[config.mk]
export PLATFORM = sky130hd
export DESIGN_NAME = uart_irq_ident
export DESIGN_NICKNAME = d
export VERILOG_FILES = /design/src/rtl/uart_irq_pkg.sv /design/src/rtl/irq_src_flags.sv /design/src/rtl/irq_char_timer.sv /design/src/rtl/irq_prio_enc.sv /design/src/rtl/uart_irq_ident.sv
export SDC_FILE = /design/constraint.sdc
export NUM_CORES = 1
export LEC_CHECK = 0
export ABC_CLOCK_PERIOD_IN_PS = 1740
export BUFFER_PORTS_ARGS = -buffer_cell sky130_fd_sc_hd__buf_4
export CAP_MARGIN = 10
export CORE_ASPECT_RATIO = 0.75
export CORE_MARGIN = 5
export CORE_UTILIZATION = 42
export CTS_CLUSTER_DIAMETER = 50
export DETAILED_ROUTE_END_ITERATION = 12
export PLACE_DENSITY = 0.75
export SYNTH_ARGS = -nofsm -noshare
export SYNTH_HDL_FRONTEND = slang
export SYNTH_SLANG_ARGS = --single-unit
export TNS_END_PERCENT = 50
[constraint.sdc]
create_clock -name clk -period 1.74 [get_ports clk]
set_clock_uncertainty 0.1 [all_clocks]
set_input_delay 0 -clock clk [delete_from_list [all_inputs] [get_ports clk]]
set_output_delay 0 -clock clk [all_outputs]
set_load 0.02 [all_outputs]
[src/rtl/uart_irq_pkg.sv]
// Shared identity codes and the pending-source vector for the interrupt identifier.
package uart_irq_pkg;

    typedef enum logic [2:0] {
        ID_MODEM = 3'b000,
        ID_TXE   = 3'b001,
        ID_RXD   = 3'b010,
        ID_LINE  = 3'b011,
        ID_TMO   = 3'b110
    } irq_id_e;

    typedef struct packed {
        logic line;
        logic rxd;
        logic tmo;
        logic txe;
        logic modem;
    } irq_vec_t;

endpackage

[src/rtl/irq_src_flags.sv]
// Latched source flags for line status, non-FIFO received data,
// transmitter empty and modem change.
// Assumes event and strobe inputs are single-cycle pulses. A new event in
// the same cycle as its clearing access wins, so that event is not lost.
module irq_src_flags #(
    parameter int MODEM_W = 4
) (
    input  logic               clk,
    input  logic               rst_n,
    input  logic               fifo_mode,
    input  logic               line_err_evt,
    input  logic               rx_char_evt,
    input  logic               tx_empty_evt,
    input  logic [MODEM_W-1:0] modem_in,
    input  logic               rd_lsr,
    input  logic               rd_rbr,
    input  logic               rd_msr,
    input  logic               wr_thr,
    input  logic               txe_ack,
    output logic               line_flag,
    output logic               rxd_flag,
    output logic               txe_flag,
    output logic               modem_flag
);

    logic [MODEM_W-1:0] modem_prev;
    logic               modem_chg;

    // Detect any edge on the modem-control inputs.
    always_comb modem_chg = |(modem_in ^ modem_prev);

    // Track the previous modem levels, seeded from the live inputs in reset.
    always_ff @(posedge clk) begin
        modem_prev <= modem_in;
    end

    // Line-status flag: set by an error event, cleared by reading line status.
    always_ff @(posedge clk) begin
        if (!rst_n)            line_flag <= 1'b0;
        else if (line_err_evt) line_flag <= 1'b1;
        else if (rd_lsr)       line_flag <= 1'b0;
    end

    // Received-data flag, used only outside FIFO mode.
    always_ff @(posedge clk) begin
        if (!rst_n || fifo_mode) rxd_flag <= 1'b0;
        else if (rx_char_evt)    rxd_flag <= 1'b1;
        else if (rd_rbr)         rxd_flag <= 1'b0;
    end

    // Transmitter-empty flag: cleared by a holding write or an acknowledged read.
    always_ff @(posedge clk) begin
        if (!rst_n)                 txe_flag <= 1'b0;
        else if (tx_empty_evt)      txe_flag <= 1'b1;
        else if (wr_thr || txe_ack) txe_flag <= 1'b0;
    end

    // Modem flag: set by any input change, cleared by reading modem status.
    always_ff @(posedge clk) begin
        if (!rst_n)         modem_flag <= 1'b0;
        else if (modem_chg) modem_flag <= 1'b1;
        else if (rd_msr)    modem_flag <= 1'b0;
    end

    assert_line_set_R4: assert property (@(posedge clk) disable iff (!rst_n)
        line_err_evt |=> line_flag);
    assert_line_clear_R4: assert property (@(posedge clk) disable iff (!rst_n)
        (rd_lsr && !line_err_evt) |=> !line_flag);
    assert_txe_clear_R8: assert property (@(posedge clk) disable iff (!rst_n)
        (wr_thr && !tx_empty_evt) |=> !txe_flag);
    assert_modem_clear_R9: assert property (@(posedge clk) disable iff (!rst_n)
        (rd_msr && !modem_chg) |=> !modem_flag);

endmodule

[src/rtl/irq_char_timer.sv]
// Character-timeout detector for FIFO mode.
// The idle counter restarts on a received character, a buffer read or an
// empty FIFO. Once it has sat at idle_limit for one more cycle, the
// timeout flag is raised. Assumes idle_limit is steady while counting.
module irq_char_timer #(
    parameter int LVL_W = 5,
    parameter int CNT_W = 8
) (
    input  logic             clk,
    input  logic             rst_n,
    input  logic             fifo_mode,
    input  logic [LVL_W-1:0] rx_level,
    input  logic             rx_char_evt,
    input  logic             rd_rbr,
    input  logic [CNT_W-1:0] idle_limit,
    output logic             tmo_flag
);

    logic [CNT_W-1:0] idle_cnt;
    logic             restart;
    logic             at_limit;

    // Decide when the idle interval starts over.
    always_comb begin
        restart  = rx_char_evt || rd_rbr || (rx_level == '0) || !fifo_mode;
        at_limit = (idle_cnt == idle_limit);
    end

    // Idle counter, saturating at the programmed limit.
    always_ff @(posedge clk) begin
        if (!rst_n || restart) idle_cnt <= '0;
        else if (!at_limit)    idle_cnt <= idle_cnt + 1'b1;
    end

    // Timeout flag: held until the buffer is read or FIFO mode is left.
    always_ff @(posedge clk) begin
        if (!rst_n || !fifo_mode) tmo_flag <= 1'b0;
        else if (rd_rbr)          tmo_flag <= 1'b0;
        else if (!restart && at_limit) tmo_flag <= 1'b1;
    end

    assert_tmo_fifo_only_R7: assert property (@(posedge clk) disable iff (!rst_n)
        $rose(tmo_flag) |-> $past(fifo_mode));
    assert_tmo_read_clear_R7: assert property (@(posedge clk) disable iff (!rst_n)
        rd_rbr |=> !tmo_flag);

endmodule

[src/rtl/irq_prio_enc.sv]
// Fixed-priority encoder. It turns the masked pending vector into the
// identification byte and the interrupt line.
// Assumes the timeout bit is already qualified by FIFO mode.
module irq_prio_enc
    import uart_irq_pkg::*;
(
    input  irq_vec_t   pend,
    input  logic       fifo_mode,
    output logic [7:0] iir_byte,
    output logic       irq
);

    irq_id_e id;
    logic    any;

    // Select the most urgent pending source.
    always_comb begin
        any = |pend;
        if (pend.line)       id = ID_LINE;
        else if (pend.rxd)   id = ID_RXD;
        else if (pend.tmo)   id = ID_TMO;
        else if (pend.txe)   id = ID_TXE;
        else                 id = ID_MODEM;
    end

    // Assemble the byte; identity is zeroed when nothing is pending.
    always_comb begin
        iir_byte = {fifo_mode, 3'b000, (any ? id : ID_MODEM), ~any};
        irq      = any;
    end

endmodule

[src/rtl/uart_irq_ident.sv]
// Interrupt priority identifier of a 16550-style serial port.
// It gathers the latched and level sources, applies the enable mask and
// reports the winner. The byte is combinational from the current state, so
// a read sees the value before its own clearing edge.
// Assumes rx_trig is nonzero and all strobes last one cycle.
module uart_irq_ident
    import uart_irq_pkg::*;
#(
    parameter int LVL_W   = 5,
    parameter int CNT_W   = 8,
    parameter int MODEM_W = 4
) (
    input  logic               clk,
    input  logic               rst_n,
    input  logic               fifo_mode,
    input  logic [3:0]         ien,
    input  logic               line_err_evt,
    input  logic               rx_char_evt,
    input  logic               tx_empty_evt,
    input  logic [MODEM_W-1:0] modem_in,
    input  logic [LVL_W-1:0]   rx_level,
    input  logic [LVL_W-1:0]   rx_trig,
    input  logic [CNT_W-1:0]   idle_limit,
    input  logic               rd_lsr,
    input  logic               rd_rbr,
    input  logic               rd_msr,
    input  logic               rd_iir,
    input  logic               wr_thr,
    output logic [7:0]         iir_byte,
    output logic               irq
);

    localparam int EN_RXD   = 0;
    localparam int EN_TXE   = 1;
    localparam int EN_LINE  = 2;
    localparam int EN_MODEM = 3;

    logic     line_flag, rxd_flag, txe_flag, modem_flag, tmo_flag;
    logic     rxd_fifo, txe_ack;
    irq_vec_t pend;

    irq_src_flags #(.MODEM_W(MODEM_W)) u_flags (
        .clk(clk), .rst_n(rst_n), .fifo_mode(fifo_mode),
        .line_err_evt(line_err_evt), .rx_char_evt(rx_char_evt),
        .tx_empty_evt(tx_empty_evt), .modem_in(modem_in),
        .rd_lsr(rd_lsr), .rd_rbr(rd_rbr), .rd_msr(rd_msr),
        .wr_thr(wr_thr), .txe_ack(txe_ack),
        .line_flag(line_flag), .rxd_flag(rxd_flag),
        .txe_flag(txe_flag), .modem_flag(modem_flag)
    );

    irq_char_timer #(.LVL_W(LVL_W), .CNT_W(CNT_W)) u_timer (
        .clk(clk), .rst_n(rst_n), .fifo_mode(fifo_mode),
        .rx_level(rx_level), .rx_char_evt(rx_char_evt),
        .rd_rbr(rd_rbr), .idle_limit(idle_limit), .tmo_flag(tmo_flag)
    );

    // Received-data level source for FIFO mode.
    always_comb rxd_fifo = (rx_level >= rx_trig) && (rx_level != '0);

    // Apply enables to every source.
    always_comb begin
        pend.line  = line_flag  && ien[EN_LINE];
        pend.rxd   = (fifo_mode ? rxd_fifo : rxd_flag) && ien[EN_RXD];
        pend.tmo   = tmo_flag   && fifo_mode && ien[EN_RXD];
        pend.txe   = txe_flag   && ien[EN_TXE];
        pend.modem = modem_flag && ien[EN_MODEM];
    end

    irq_prio_enc u_enc (
        .pend(pend), .fifo_mode(fifo_mode),
        .iir_byte(iir_byte), .irq(irq)
    );

    // An identification read acknowledges transmitter empty only if it is shown.
    always_comb txe_ack = rd_iir && !iir_byte[0] && (iir_byte[3:1] == ID_TXE);

    assert_no_tmo_code_nonfifo_R7: assert property (@(posedge clk) disable iff (!rst_n)
        !fifo_mode |-> (iir_byte[7:3] == 5'b0));
    assert_read_snapshot_R12: assert property (@(posedge clk) disable iff (!rst_n)
        (rd_iir && !iir_byte[0] && iir_byte[3:1] == 3'b001 && !tx_empty_evt)
            |=> !txe_flag);

endmodule

==> impl_metrics.json, run 1 <==
{
  "synth.yosys.seq_area_share_pct": 32.3,
  "layout-drive-gt1-share_pct": 34.3,
  "post-dp-hpwl_mm": 2.24,
  "slowest_delay_ns": 0.39,
  "synth_cell_type_count": 39,
  "rr_worst_depth": 5,
  "fin_nets": 225,
  "slowest_stage": "nor4_4",
  "pwr_density_cell_nw_per_um2": 528,
  "initial_core_util_pct": 44.9,
  "period_share_pct": 97.0,
  "synthesis.area_sq_um": 1050,
  "numCtsBuffers": 3,
  "grt_max_degree": 11,
  "reg2reg_to": "u_timer.idle_cnt[1]",
  "drt-initial-drc-count": 64,
  "maxSlewHeadroom_pct": 44.9,
  "numPortBuffers": 42,
  "layout_commonest_cell": "buf_4",
  "hold_slack_ns": 0.0207,
  "fmax_mhz": 593,
  "antenna_found_initial": 0,
  "areaGrowthSynthToFinish_pct": 52.1,
  "period_minus_slack_ns": 1.69,
  "wire_per_inst_um": 13.8,
  "cts.sinks": 17,
  "grt_usage_pct": 16.7,
  "ant_nets": 0,
  "grt_overflow": 0,
  "io_pins": 46,
  "synthArstFlopShare_pct": 0,
  "yosysWarnings": 0,
  "gp_congestion": 0.915,
  "critPathCaptureType": "flip-flop",
  "placedCellCount": 198,
  "die_area_sq_um": 3620,
  "clk_path_buf_depth": 2,
  "holdPathStages": 3,
  "path_cells": "xor2_1 -> nor4_4 -> and2_2 -> mux2i_1 -> nor2b_1",
  "postLayoutCoreUtil_pct": 68.2,
  "setup_viol": 0,
  "cp.required_ns": 1.83,
  "drc": 0,
  "synthFlopType": "dfxtp_1",
  "finalHoldViolations": 0,
  "crit_type": "reg -> reg",
  "synth_area_per_cell_sq_um": 8.77,
  "leakagePower_nw": 0.783,
  "rsz0062_at_grt": "yes",
  "ir_drop_mv": 0.507,
  "r2r_setup_slack_ns": 0.05,
  "rows": 15,
  "synth_cells": 120,
  "die_w_um": 67.8,
  "n_antenna_cell": 0,
  "via_per_inst": 5.04,
  "cp_max_fo": 7,
  "reg2reg_from": "u_timer.idle_cnt[2]",
  "stdcell_count": 215,
  "vias": 1084,
  "final_cell_mix": "48 x buf_4, 15 x dfxtp_1, 13 x xor2_1",
  "start_kind": "flip-flop",
  "crit_end": "u_timer.idle_cnt[1]",
  "cts_root_buf": "clkbuf_4",
  "drt-total-wl_mm": 2.98,
  "maxCapViolCount": 0,
  "startpoint": "u_timer.idle_cnt[2]",
  "core_sq_um": 2350,
  "hold_path_class": "in -> reg",
  "outcome": "complete, no violations",
  "tritoncts": "done",
  "drv_slew": 0,
  "synth-seq-cells": 17,
  "grt_pass1_wl_mm": 4.55,
  "cp.arrival_ns": 1.78,
  "clk_pin_slew_ns": 0.10,
  "clk_latency_ns": 0.29,
  "die_y_um": 53.4,
  "synth-edff-count": 0,
  "dr.pass1.iters": 4,
  "grt_pass1_vias": 1092,
  "htreeDepth": 1,
  "worst_pin_slew_ns": 0.821
}
layout make-up:
class	instances	area, sq um
clock buffer	3	22.5
clock inverter	1	5.00
fill	187	746
inverter	9	33.8
multi-input combinational	91	673
sequential	17	343
tap	34	42.5
timing repair buffer	60	480
cells in the mapped netlist, types with 2 or more instances:
| library cell | instances | area (sq um) |
|---|---|---|
| a211o_1 | 2 | 17.5 |
| a21oi_1 | 6 | 30.0 |
| and2_1 | 7 | 43.8 |
| and3_1 | 3 | 18.8 |
| buf_4 | 4 | 30.0 |
| dfxtp_1 | 17 | 340 |
| ha_1 | 6 | 75.1 |
| inv_1 | 9 | 33.8 |
| nand2_1 | 6 | 22.5 |
| nand3_1 | 4 | 20.0 |
| nand4_1 | 3 | 18.8 |
| nor2_1 | 5 | 18.8 |
| nor2b_1 | 3 | 18.8 |
| nor3b_1 | 2 | 15.0 |
| nor4_2 | 2 | 25.0 |
| o21ai_0 | 5 | 25.0 |
| xor2_1 | 14 | 123 |
metrics by stage:
step	area [sq um]	worst slack (ns)	TNS [ns]	total power, mW
after floorplan	1060	0.0897	0	0.510
after global placement	1410	0.0485	0	0.603
after detailed placement	1410	-0.0460	-0.0537	0.610
after CTS	1560	0.00726	0	0.842
after global routing	1600	-0.0320	-0.0768	0.898
final	1600	0.0530	0	0.845
flip-flops by register name, summed over array words and instances, names as in the netlist:
register and cells:
u_flags.modem_prev 4, u_flags.rxd_flag 1, u_timer.tmo_flag 1, u_flags.txe_flag 1, u_timer.idle_cnt 8, u_flags.line_flag 1
u_flags.modem_flag 1
cells by family (layout without fill, tap and decap cells):
logic type / count (synthesis) / in the layout / synth area share [%]
and+or+nand+nor: 41 / 41 / 23.3
AOI/OAI and AO/OA: 25 / 25 / 16.3
DFF: 17 / 17 / 32.3
xor gates and xnor gates: 15 / 15 / 12.5
buffers and inverters: 14 / 73 / 7.13
adders and majority gates: 6 / 6 / 7.13
other: 1 / 3 / 0.356
muxes: 1 / 1 / 0.951
where the power goes:
| part | total [mW] | internal, mW | switching, mW |
|---|---|---|---|
| Sequential | 0.407 | 0.401 | 0.00674 |
| Combinational | 0.225 | 0.127 | 0.0982 |
| Clock | 0.213 | 0.0855 | 0.127 |
worst min-delay path by stage:
stage | endpoint | startpoint | slack (ns)
floorplan | u_flags.modem_prev[0] | modem_in[0] | -0.07
global placement | u_flags.modem_prev[1] | modem_in[1] | 0.01
detailed placement | u_flags.modem_prev[1] | modem_in[1] | 0.02
CTS | u_flags.txe_flag | rd_iir | 0.001
global route | u_flags.txe_flag | rd_iir | 0.01
finish | u_timer.idle_cnt[5] | rx_char_evt | 0.02
worst max-delay path, delay by kind of cell (launching register included):
| kind | cells | cell delay (ns) |
|---|---|---|
| mux | 1 | 0.22 |
| simple gates | 3 | 0.75 |
| xor+xnor | 1 | 0.18 |
| flops | 1 | 0.34 |
metal layers:
metal / global-route usage [%] / part of all wire [%] / up-vias / routed length [um]
li1: - / - / 539 / -
met1: 19.2 / 41 / 506 / 1240
met2: 31.5 / 53 / 35 / 1590
met3: 4.46 / 4.6 / 4 / 138
met4: 1.98 / 0.54 / 0 / 16
met5: 0 / 0 / - / 0
repair_timing:
action                                 4_1_cts  5_1_grt
resized for setup                            1        7
pin swaps                                    1        2
endpoints found under the hold margin        9        0
hold buffers                                12        0
setup buffers                                0        1
setup endpoints to repair                    3       12
No activity file was read; power rests on OpenSTA's default activity.
==> run 2, diff against run 1 <==
CELL_PAD_IN_SITES_DETAIL_PLACEMENT = 1   (was unset)
CELL_PAD_IN_SITES_GLOBAL_PLACEMENT = 2   (was unset)
CORE_UTILIZATION = 23   (was 42)
PLACE_DENSITY = unset   (was 0.75)
PLACE_DENSITY_LB_ADDON = 0.1   (was unset)
==> impl_metrics.json, run 2 (synthesis gave the netlist of run 1 again) <==
{
  "outcome": "complete, no violations",
  "grt_pass1_wl_mm": 4.80,
  "reg2reg_from": "u_timer.idle_cnt[3]",
  "cp_max_fo": 2,
  "reg2reg_to": "u_timer.idle_cnt[6]",
  "die_w_um": 88.1,
  "numPortBuffers": 42,
  "layout_commonest_cell": "buf_4",
  "antenna_found_initial": 0,
  "pwr_density_cell_nw_per_um2": 550,
  "clk_path_buf_depth": 2,
  "fin_nets": 231,
  "die_area_sq_um": 6040,
  "via_per_inst": 4.47,
  "period_minus_slack_ns": 1.68,
  "grt_overflow": 0,
  "areaGrowthSynthToFinish_pct": 61.4,
  "ant_nets": 0,
  "maxCapViolCount": 0,
  "die_y_um": 68.6,
  "io_pins": 46,
  "start_kind": "input pin",
  "critPathCaptureType": "primary output",
  "rr_worst_depth": 5,
  "grt_usage_pct": 10.2,
  "r2r_setup_slack_ns": 0.07,
  "tritoncts": "done",
  "drv_slew": 0,
  "largest_reg_flops": 8,
  "cts_root_buf": "clkbuf_8",
  "drt-initial-drc-count": 17,
  "cp.arrival_ns": 1.58,
  "ir_drop_mv": 0.298,
  "period_share_pct": 96.3,
  "power_mw": 0.934,
  "numCtsBuffers": 3,
  "initial_core_util_pct": 23.7,
  "fmax_mhz": 597,
  "setup_viol": 0,
  "clk_latency_ns": 0.25,
  "rsz0062_at_grt": "no",
  "postLayoutCoreUtil_pct": 38.2,
  "regMostFlops": "u_timer.idle_cnt",
  "grt_pass1_vias": 1105,
  "cts.sinks": 17,
  "core_sq_um": 4440,
  "htreeDepth": 1,
  "post-dp-hpwl_mm": 2.38,
  "final_cell_mix": "53 x buf_4, 16 x dfxtp_1, 13 x dlygate4sd3_1",
  "grt_max_degree": 11,
  "top_regs": "u_timer.idle_cnt: 8 flops, u_flags.modem_prev: 4 flops",
  "leakagePower_nw": 0.826,
  "crit_type": "in -> out",
  "wire_per_inst_um": 12.5,
  "rows": 21,
  "final.setup.tns_ns": 0,
  "gp_congestion": 0.763,
  "hold_path_class": "in -> reg",
  "dr.pass1.iters": 4,
  "vias": 1090,
  "startpoint": "rx_level[1]",
  "crit_end": "iir_byte[1]",
  "drc": 0,
  "cp.required_ns": 1.64,
  "clk_pin_slew_ns": 0.07,
  "layout-drive-gt1-share_pct": 34.8,
  "drt-total-wl_mm": 3.06,
  "n_antenna_cell": 0,
  "finalHoldViolations": 0
}
## run 2: per-stage QoR
| stage | std cells | setup WS, ns | hold slack (ns) | area (sq um) |
|---|---|---|---|---|
| after floorplan | 122 | 0.0897 | -0.0723 | 1060 |
| after global placement | 226 | 0.0236 | 0.0147 | 1480 |
| after detailed placement | 226 | -0.00679 | 0.0168 | 1480 |
| after CTS | 243 | 0.0253 | 0.0323 | 1660 |
| after global routing | 244 | 0.0135 | 0.0781 | 1700 |
| final | 244 | 0.0642 | 0.0411 | 1700 |
## run 2: layout make-up
type	count	area (sq um)
fillers	527	2740
well taps	57	71.3
clock buffers	3	41.3
clock inverters	1	5.00
multi-input cells	91	674
flip-flops and latches	17	344
inverters	9	33.8
repair buffers	66	528
## run 2: worst max-delay path, cell delays in order
cell,delay (ns)
buf_4,0.11
or4_1,0.51
nor2_1,0.18
a211o_1,0.16
o21ba_2,0.16
o31ai_1,0.26
buf_4,0.19
## run 2: power by group
part	internal (mW)	switching, mW
logic	0.129	0.0962
registers	0.399	0.00690
clock network	0.159	0.144
## run 2: how the worst min path moves through the flow
stage                     start                    end  slack, ns  cells after the start
floorplan           modem_in[0]  u_flags.modem_prev[0]      -0.07                      0
global placement    modem_in[1]  u_flags.modem_prev[1]       0.01                      1
detailed placement  modem_in[1]  u_flags.modem_prev[1]       0.02                      1
CTS                      rd_iir       u_flags.txe_flag       0.03                      3
global route             rd_iir       u_flags.txe_flag       0.08                      3
finish                   rd_iir       u_flags.txe_flag       0.04                      3
## run 2: timing repair
item,4_1_cts,5_1_grt
endpoints found under the hold margin,9,0
cloned,0,0
endpoints found under the setup margin,2,2
pin swaps,0,2
hold buffers,13,0
resized for setup,2,6
setup buffers,0,1
## run 2: metal layers
metal	up-vias	share of wire, %	track usage, %
li1	550	-	-
met1	509	44	12.5
met2	31	49	18.1
met3	0	7.0	3.68
met4	0	0	0.566
met5	-	0	0
==> run 3, diff against run 2 <==
CORE_MARGIN = 4   (was 5)
==> impl_metrics.json, run 3 (synthesis gave the netlist of run 1 again) <==
{
  "critPathCaptureType": "flip-flop",
  "clk_path_buf_depth": 2,
  "final_cell_mix": "53 x buf_4, 13 x xor2_1, 13 x dlygate4sd3_1, 13 x dfxtp_1, 9 x inv_1",
  "layout-drive-gt1-share_pct": 36.4,
  "cp_num_buf_inv": 1,
  "top_regs": "u_timer.idle_cnt: 8 flops, u_flags.modem_prev: 4 flops",
  "final-seq-area_sq_um": 345,
  "reg2reg_from": "u_timer.idle_cnt[7]",
  "die_w_um": 86.1,
  "n_antenna_cell": 0,
  "placedCellCount": 227,
  "reg2reg_to": "u_timer.idle_cnt[6]",
  "numCtsBuffers": 3,
  "tritoncts": "done",
  "cts_setup_buffers": 0,
  "drt-total-wl_mm": 2.81,
  "cts.sinks": 17,
  "power_mw": 0.924,
  "maxCapViolCount": 0,
  "pwr_density_cell_nw_per_um2": 548,
  "period_share_pct": 94.3,
  "vias": 1057,
  "die_area_sq_um": 5730,
  "htreeDepth": 1,
  "crit_type": "reg -> reg",
  "largest_reg_flops": 8,
  "holdPathStages": 3,
  "start_kind": "flip-flop",
  "cts_root_buf": "clkbuf_8",
  "clk_latency_ns": 0.25,
  "cp.arrival_ns": 1.74,
  "r2r_setup_slack_ns": 0.1,
  "met1_length_mm": 1.32,
  "fmax_mhz": 610,
  "place_ws_ns": 0.0225,
  "finalHoldViolations": 0,
  "clk_pin_slew_ns": 0.07,
  "rr_worst_depth": 6,
  "regMostFlops": "u_timer.idle_cnt",
  "ir_drop_mv": 0.301,
  "ant_nets": 0,
  "numPortBuffers": 42,
  "areaGrowthSynthToFinish_pct": 60.3,
  "crit_cells": 6,
  "post-dp-hpwl_mm": 2.28,
  "period_minus_slack_ns": 1.64,
  "dr.pass1.iters": 4,
  "grt_usage_pct": 9.95,
  "stdcell_count": 244,
  "outcome": "complete, no violations",
  "met3_wirelength_um": 151,
  "rows": 21,
  "drc": 0,
  "io_pins": 46,
  "fill_cells": 533,
  "setup_viol": 0,
  "die_y_um": 66.6,
  "grt_overflow": 0,
  "core_sq_um": 4440,
  "fin_nets": 231,
  "slowest_delay_ns": 0.50,
  "top_layer": "met4",
  "worst_slack_ns": 0.0996,
  "path_cells": "xor2_1 -> nor4_2 -> buf_4 -> and2_4 -> or4b_1 -> nand2_1",
  "grt_pass1_vias": 1096,
  "wl_met2_mm": 1.33,
  "cp.required_ns": 1.84,
  "grt_max_degree": 11,
  "antenna_found_initial": 0,
  "startpoint": "u_timer.idle_cnt[7]",
  "layout_commonest_cell": "buf_4",
  "slowest_stage": "or4b_1",
  "grt_pass1_wl_mm": 4.61,
  "crit_end": "u_timer.idle_cnt[6]",
  "initial_core_util_pct": 23.7,
  "leakagePower_nw": 0.820,
  "gp_congestion": 0.717,
  "wire_per_inst_um": 11.5,
  "cp_max_fo": 7,
  "hold_path_class": "in -> reg",
  "crit_family": "simple AND/OR/NAND/NOR gates",
  "drv_slew": 0,
  "drt-initial-drc-count": 18,
  "hold_slack_ns": 0.0535,
  "multi_input_comb_area_sq_um": 662,
  "via_per_inst": 4.33,
  "final.setup.tns_ns": 0
}
==> run 3: how the worst min path moves through the flow <==
stage / start / endpoint
after floorplan: modem_in[0] / u_flags.modem_prev[0]
after global placement: modem_in[1] / u_flags.modem_prev[1]
after detailed placement: modem_in[1] / u_flags.modem_prev[1]
after CTS: rd_iir / u_flags.txe_flag
after global routing: rd_iir / u_flags.txe_flag
final: rd_iir / u_flags.txe_flag
==> run 3: layer usage <==
| layer | global-route usage, % | up-vias |
|---|---|---|
| li1 | - | 547 |
| met3 | 3.09 | 2 |
| met5 | 0 | - |
| met1 | 13.2 | 483 |
| met4 | 1.19 | 0 |
| met2 | 16.3 | 25 |
==> run 3: worst register-to-register path, stage by stage, from the launching register on <==
cell	delay [ns]
dfxtp_2	0.34
xor2_1	0.19
nor4_2	0.08
buf_4	0.15
and2_4	0.16
or4b_1	0.50
nand2_1	0.07
==> run 3: per-stage QoR <==
step	util, %	cell area, sq um
after floorplan	-	1060
after CTS	37.5	1660
after detailed placement	33.5	1490
after global placement	33.5	1490
after global routing	38.0	1690
final	38.0	1690
==> run 3: report_power, final <==
group	internal (mW)	total, mW	switching [mW]
logic	0.129	0.222	0.0928
clock network	0.159	0.295	0.136
registers	0.401	0.407	0.00670
total	0.688	0.924	0.236
==> run 3: layout make-up <==
class	instances	area share, %
clock buffer	3	2.45
timing repair buffer	66	31.3
clock inverter	1	0.297
multi-input combinational	91	39.2
inverter	9	2.00
tap	57	4.23
sequential	17	20.5
==> run 3: timing repair <==
item                                   CTS  global route
endpoints found under the hold margin    9             0
hold buffers                            13             0
resized for setup                        0             9
setup endpoints to repair                0             8
